## src/rtl/fifo_out_pkg.sv

```systemverilog
package fifo_out_pkg;
  typedef enum logic {
    MODE_PAR = 1'b0,
    MODE_SER = 1'b1
  } out_mode_e;
endpackage

```

## src/rtl/fifo_out_fall_det.sv

```systemverilog
module fifo_out_fall_det #(
  parameter int STAGES = 2
) (
  input  logic clk,
  input  logic rst_n,
  input  logic async_in,
  output logic fall
);
  logic [STAGES-1:0] sync_q;
  logic              last_q;

  always_ff @(posedge clk or negedge rst_n) begin
    if (!rst_n) begin
      sync_q <= '1;
      last_q <= 1'b1;
    end else begin
      sync_q <= {sync_q[STAGES-2:0], async_in};
      last_q <= sync_q[STAGES-1];
    end
  end

  assign fall = last_q & ~sync_q[STAGES-1];
endmodule

```

## src/rtl/fifo_out_ctrl.sv

```systemverilog
module fifo_out_ctrl
  import fifo_out_pkg::*;
(
  input  logic      clk,
  input  logic      rst_n,
  input  logic      stk_valid,
  input  logic      xfer_par,
  input  logic      xfer_ser_n,
  input  logic      ser_oe,
  input  logic      role_master,
  input  logic      ser_last,
  output logic      stk_ready,
  output logic      load,
  output logic      full,
  output out_mode_e mode,
  output logic      word_valid,
  output logic      ser_q_en
);
  logic armed_q;
  logic released_q;
  logic shown;

  assign stk_ready  = xfer_par & armed_q;
  assign load       = stk_valid & stk_ready;
  assign shown      = role_master | released_q;
  assign word_valid = full & shown;
  assign ser_q_en   = full & shown & (mode == MODE_SER);

  always_ff @(posedge clk or negedge rst_n) begin
    if (!rst_n) begin
      full       <= 1'b0;
      armed_q    <= 1'b1;
      released_q <= 1'b0;
      mode       <= MODE_PAR;
    end else if (load) begin
      full       <= 1'b1;
      armed_q    <= 1'b0;
      released_q <= 1'b0;
      mode       <= xfer_ser_n ? MODE_PAR : MODE_SER;
    end else begin
      if (ser_last) begin
        full    <= 1'b0;
        armed_q <= 1'b1;
      end
      if (mode == MODE_PAR && full && !xfer_par) full <= 1'b0;
      if (!xfer_par && !(full && mode == MODE_SER)) armed_q <= 1'b1;
      if (ser_oe && full) released_q <= 1'b1;
    end
  end

  // a taken word makes the register full
  p_load_full_r2: assert property (@(posedge clk) disable iff (!rst_n)
    load |=> full);
  // no second word straight after a load
  p_no_double_r4: assert property (@(posedge clk) disable iff (!rst_n)
    load |=> !stk_ready);
  // parallel word released when the request drops
  p_par_drop_r3: assert property (@(posedge clk) disable iff (!rst_n)
    (full && mode == MODE_PAR && !xfer_par) |=> !word_valid);
  // a slave never shows its word before release
  p_slave_hold_r9: assert property (@(posedge clk) disable iff (!rst_n)
    (load && !role_master) |=> !word_valid);
endmodule

```

## src/rtl/fifo_out_shift.sv

```systemverilog
module fifo_out_shift #(
  parameter int W = 4
) (
  input  logic         clk,
  input  logic         rst_n,
  input  logic         load,
  input  logic [W-1:0] load_data,
  input  logic         shift_ok,
  output logic [W-1:0] par_word,
  output logic         ser_bit,
  output logic         ser_last
);
  localparam int CW = $clog2(W + 1);
  localparam logic [CW-1:0] LAST = CW'(W - 1);

  logic [W-1:0]  sreg_q;
  logic [CW-1:0] cnt_q;

  always_ff @(posedge clk or negedge rst_n) begin
    if (!rst_n) begin
      par_word <= '0;
      sreg_q   <= '0;
      cnt_q    <= '0;
    end else if (load) begin
      par_word <= load_data;
      sreg_q   <= load_data;
      cnt_q    <= '0;
    end else if (shift_ok) begin
      sreg_q <= {1'b0, sreg_q[W-1:1]};
      cnt_q  <= cnt_q + 1'b1;
    end
  end

  assign ser_bit  = sreg_q[0];
  assign ser_last = shift_ok & (cnt_q == LAST);

  // the edge count never runs past the word width
  p_cnt_bound_r7: assert property (@(posedge clk) disable iff (!rst_n)
    cnt_q <= CW'(W));
  // parallel word only changes on a load
  p_par_hold_r3: assert property (@(posedge clk) disable iff (!rst_n)
    !load |=> $stable(par_word));
endmodule

```

## src/rtl/fifo_out_stage.sv

```systemverilog
module fifo_out_stage
  import fifo_out_pkg::*;
#(
  parameter int W         = 4,
  parameter int SYNC_STG  = 2
) (
  input  logic         clk,
  input  logic         rst_n,
  input  logic         stk_valid,
  input  logic [W-1:0] stk_data,
  output logic         stk_ready,
  input  logic         xfer_par,
  input  logic         xfer_ser_n,
  input  logic         ser_clk,
  input  logic         ser_oe,
  input  logic         role_master,
  input  logic         par_oe,
  output logic [W-1:0] par_q,
  output logic         par_q_en,
  output logic         ser_q,
  output logic         ser_q_en,
  output logic         word_valid
);
  logic      fall;
  logic      load;
  logic      full;
  logic      ser_last;
  logic      shift_ok;
  out_mode_e mode;

  fifo_out_fall_det #(.STAGES(SYNC_STG)) u_fall (
    .clk(clk), .rst_n(rst_n), .async_in(ser_clk), .fall(fall)
  );

  fifo_out_ctrl u_ctrl (
    .clk(clk), .rst_n(rst_n), .stk_valid(stk_valid), .xfer_par(xfer_par),
    .xfer_ser_n(xfer_ser_n), .ser_oe(ser_oe), .role_master(role_master),
    .ser_last(ser_last), .stk_ready(stk_ready), .load(load), .full(full),
    .mode(mode), .word_valid(word_valid), .ser_q_en(ser_q_en)
  );

  assign shift_ok = fall & full & (mode == MODE_SER) & ~load;

  fifo_out_shift #(.W(W)) u_shift (
    .clk(clk), .rst_n(rst_n), .load(load), .load_data(stk_data),
    .shift_ok(shift_ok), .par_word(par_q), .ser_bit(ser_q),
    .ser_last(ser_last)
  );

  assign par_q_en = par_oe;

  // serial drive only while a visible word is held
  p_ser_en_r6: assert property (@(posedge clk) disable iff (!rst_n)
    ser_q_en |-> word_valid);
  // last shift edge empties the register
  p_ser_empty_r7: assert property (@(posedge clk) disable iff (!rst_n)
    ser_last |=> !ser_q_en);
endmodule

```

## config.mk

```make
export PLATFORM = sky130hd
export DESIGN_NAME = fifo_out_stage
export DESIGN_NICKNAME = d
export VERILOG_FILES = /design/src/rtl/fifo_out_pkg.sv /design/src/rtl/fifo_out_fall_det.sv /design/src/rtl/fifo_out_ctrl.sv /design/src/rtl/fifo_out_shift.sv /design/src/rtl/fifo_out_stage.sv
export SDC_FILE = /design/constraint.sdc
export NUM_CORES = 1
export LEC_CHECK = 0
export BUFFER_PORTS_ARGS = -buffer_cell sky130_fd_sc_hd__buf_2
export CAP_MARGIN = 20
export CORE_MARGIN = 4
export CORE_UTILIZATION = 52
export DETAILED_ROUTE_END_ITERATION = 7
export PLACE_DENSITY = 0.88
export SKIP_LAST_GASP = 1
export SLEW_MARGIN = 0
export SYNTH_ARGS = -nofsm -noshare
export SYNTH_HDL_FRONTEND = slang
export SYNTH_SLANG_ARGS = --single-unit
```

## constraint.sdc

```tcl
create_clock -name clk -period 1.85 [get_ports clk]
set_input_delay 0.0925 -clock clk [delete_from_list [all_inputs] [get_ports clk]]
set_output_delay 0.0925 -clock clk [all_outputs]
set_load 0.01 [all_outputs]
```

==> flow_metrics.tcl <==
set metrics [dict create \
    hpwl_mm 1.07 \
    stdcell_area_um2 931 \
    tns_ps 0 \
    r2r_setup_slack_ps 550 \
    fillCellCount 109 \
    cts_buffers 3 \
    grt_overflow_total 0 \
    finalHoldViolations 0 \
    syn-cell-area_um2 761 \
    area_delta_synth_final_pct 22.4 \
    drive_above_1_share_pct 30.9 \
    cts_resized 0 \
    drt_wl_total_mm 1.45 \
    grt_pass1_vias 553 \
    netlist_instances 70 \
    vdd_ir_drop_max_uv 508 \
    total_leakage_power_uw 0.000488 \
    reg2reg_to "u_shift.sreg_q[1]$_DFFE_PN0P_" \
    start_util_pct 57.0 \
    p_per_area_nw_per_um2 1020 \
    via_count 585 \
    cts-root-buf "clkbuf_4" \
    antenna_cells 0 \
    rows 13 \
    dp_cells 101 \
    port_buffers 19 \
    fmax_mhz 770 \
    top_level_ports 22 \
    critPathCaptureType "flip-flop" \
    grt_max_degree 19 \
    seq_area_frac_synth_pct 59.9 \
    timing.final.crit_share_pct 70.2 \
    cts.clk_slew.worst_paths_ps 100 \
    final_net_count 110 \
    wl_per_cell_um 13.3 \
    grt_setup_unrepaired "false" \
    max_cap_viol_count 0 \
    grt_usage_pct 15.7 \
    worstReg2RegStart "u_fall.last_q$_DFF_PN1_" \
    drt_first_pass_iters 4 \
    status "complete, no violations" \
    antenna_found_initial 0 \
    skew_ps 7.33 \
    clockBufferDepth 2 \
    max-slew-margin-rel_pct 73.8 \
    drt_iter0_drc 12 \
    yosysWarnings 0 \
    place.gp.congestion 0.781 \
    core-area_um2 1330 \
    crit_required_ps 2010 \
    insertion_delay_ps 290 \
    critPathKind "flip-flop to flip-flop" \
    ys_seq_elements 18 \
    postSynthNetCount 85 \
    cp_max_fo 5 \
    cts_tree "yes" \
    synth.avg_cell_area_um2 10.9 \
    crit_arrival_ps 1460 \
    synth_cell_types 24 \
    cts.htree.levels 1 \
    place_area_um2 855 \
    ant_nets 0 \
    fin_cells 109 \
    hp-class "input pin to flip-flop" \
    r2r_cells 3 \
    start_kind "flip-flop" \
    final-setup-viol-count 0 \
    dieArea_um2 2140 \
    drcViolationCount 0 \
    cp-startpoint "u_fall.last_q$_DFF_PN1_" \
    grt_pass1_wl_mm 2.35 \
    min_period_ps 1300 \
    post-cts-setup-buffers 0 \
    hold_end "u_shift.sreg_q[3]$_DFFE_PN0P_" \
    finalMaxSlewViolations 0 \
    hold_depth 3 \
    vias_per_cell 5.37 \
    die_height_um 46.3 \
    die_x_um 46.3 \
    min_from "stk_data[3]" \
    worstMarginPinSlew_ps 393 \
    clock_sinks 18 \
]
-- cell usage in the layout (no fill, tap or decap), drive strengths merged --
cell type	synthesis	routed
inv	2	2
o2bb2ai	1	1
and4b	1	1
o221ai	1	1
and2	1	1
nor2b	1	1
dfstp	4	4
mux2i	3	3
o31ai	1	1
nor2	5	5
xnor2	1	1
nand2b	1	1
nand4b	1	1
ha	2	2
clkbuf	0	4
and3	1	1
nand2	18	18
nand3	2	2
a21oi	2	2
o21ai	4	4
buf	3	19
a211oi	1	1
dlygate4sd3	0	4
dfrtp	14	14
-- critical path, cell delays in order (launching register included) --
cell and delay, ps:
dfstp_2 550, and4b_1 340, mux2i_1 220, o21ai_1 80
-- power breakdown --
| group | switching (µW) | total (µW) | internal [µW] |
|---|---|---|---|
| clock network | 117 | 237 | 120 |
| logic | 99.3 | 189 | 89.3 |
| registers | 51.3 | 521 | 470 |
-- final cells by class --
type	instances	area, µm²	area share (%)
clock buffer	4	36.3	3.90
inverter	2	7.51	0.806
multi-input combinational	47	278	29.8
sequential	18	455	48.9
tap	15	18.8	2.02
timing repair buffer	23	135	14.5
-- cell usage after synthesis (all sizes together) --
library cell / n / area, µm²
nand2: 18 / 67.6
dfrtp: 14 / 350
nor2: 5 / 18.8
dfstp: 4 / 105
o21ai: 4 / 20.0
buf: 3 / 20.0
mux2i: 3 / 30.0
a21oi: 2 / 10.0
ha: 2 / 25.0
inv: 2 / 7.51
nand3: 2 / 10.0
a211oi: 1 / 12.5
and2: 1 / 6.26
and3: 1 / 6.26
and4b: 1 / 10.0
nand2b: 1 / 6.26
nand4b: 1 / 15.0
nor2b: 1 / 6.26
o221ai: 1 / 8.76
o2bb2ai: 1 / 8.76
o31ai: 1 / 7.51
xnor2: 1 / 8.76
-- state kept, by name, indices dropped and copies added (netlist names) --
signal and flops:
u_fall.last_q 1, u_ctrl.mode 1, u_ctrl.released_q 1, u_fall.sync_q 2
u_shift.par_word 4, u_ctrl.full 1, u_shift.cnt_q 3, u_shift.sreg_q 4
u_ctrl.armed_q 1
-- through the flow --
stage | utilization [%] | hold slack [ps] | power, µW | setup WS (ps)
CTS | 69.8 | 0.0265 | 961 | 543
floorplan | - | -203 | 635 | 687
finish | 69.8 | 2.84 | 946 | 551
detailed placement | 64.1 | 40.3 | 715 | 552
global route | 69.8 | 19.8 | 1010 | 483
global placement | 64.1 | 31.8 | 701 | 589
-- worst max-delay path by stage --
| stage | to | slack, ps | cells past startpoint |
|---|---|---|---|
| floorplan | u_shift.sreg_q[1]$_DFFE_PN0P_ | 690 | 4 |
| global placement | u_shift.sreg_q[1]$_DFFE_PN0P_ | 590 | 3 |
| detailed placement | u_shift.sreg_q[1]$_DFFE_PN0P_ | 550 | 3 |
| CTS | u_shift.sreg_q[1]$_DFFE_PN0P_ | 540 | 3 |
| global route | u_shift.sreg_q[1]$_DFFE_PN0P_ | 480 | 3 |
| finish | u_shift.sreg_q[1]$_DFFE_PN0P_ | 550 | 3 |
-- layer usage --
metal	global-route usage [%]	vias up	routed length, µm
met5	0	-	0
met4	6.82	0	7
met3	2.34	2	127
met2	26.9	23	712
met1	19.2	274	605
li1	-	286	-
-- logic make-up after synthesis --
kind of cell    Yosys count  synth area share, %
simple gates             31                 19.2
flops                    18                 59.9
compound gates           10                 8.88
buf+inv                   5                 3.62
mux                       3                 3.95
fa+ha+maj                 2                 3.29
xor+xnor                  1                 1.15
-- timing repair --
item	CTS	global route
setup endpoints to repair	0	0
hold buffers	4	0
hold endpoints to repair	17	0
Note: power is estimated with default switching activity, not from simulation.
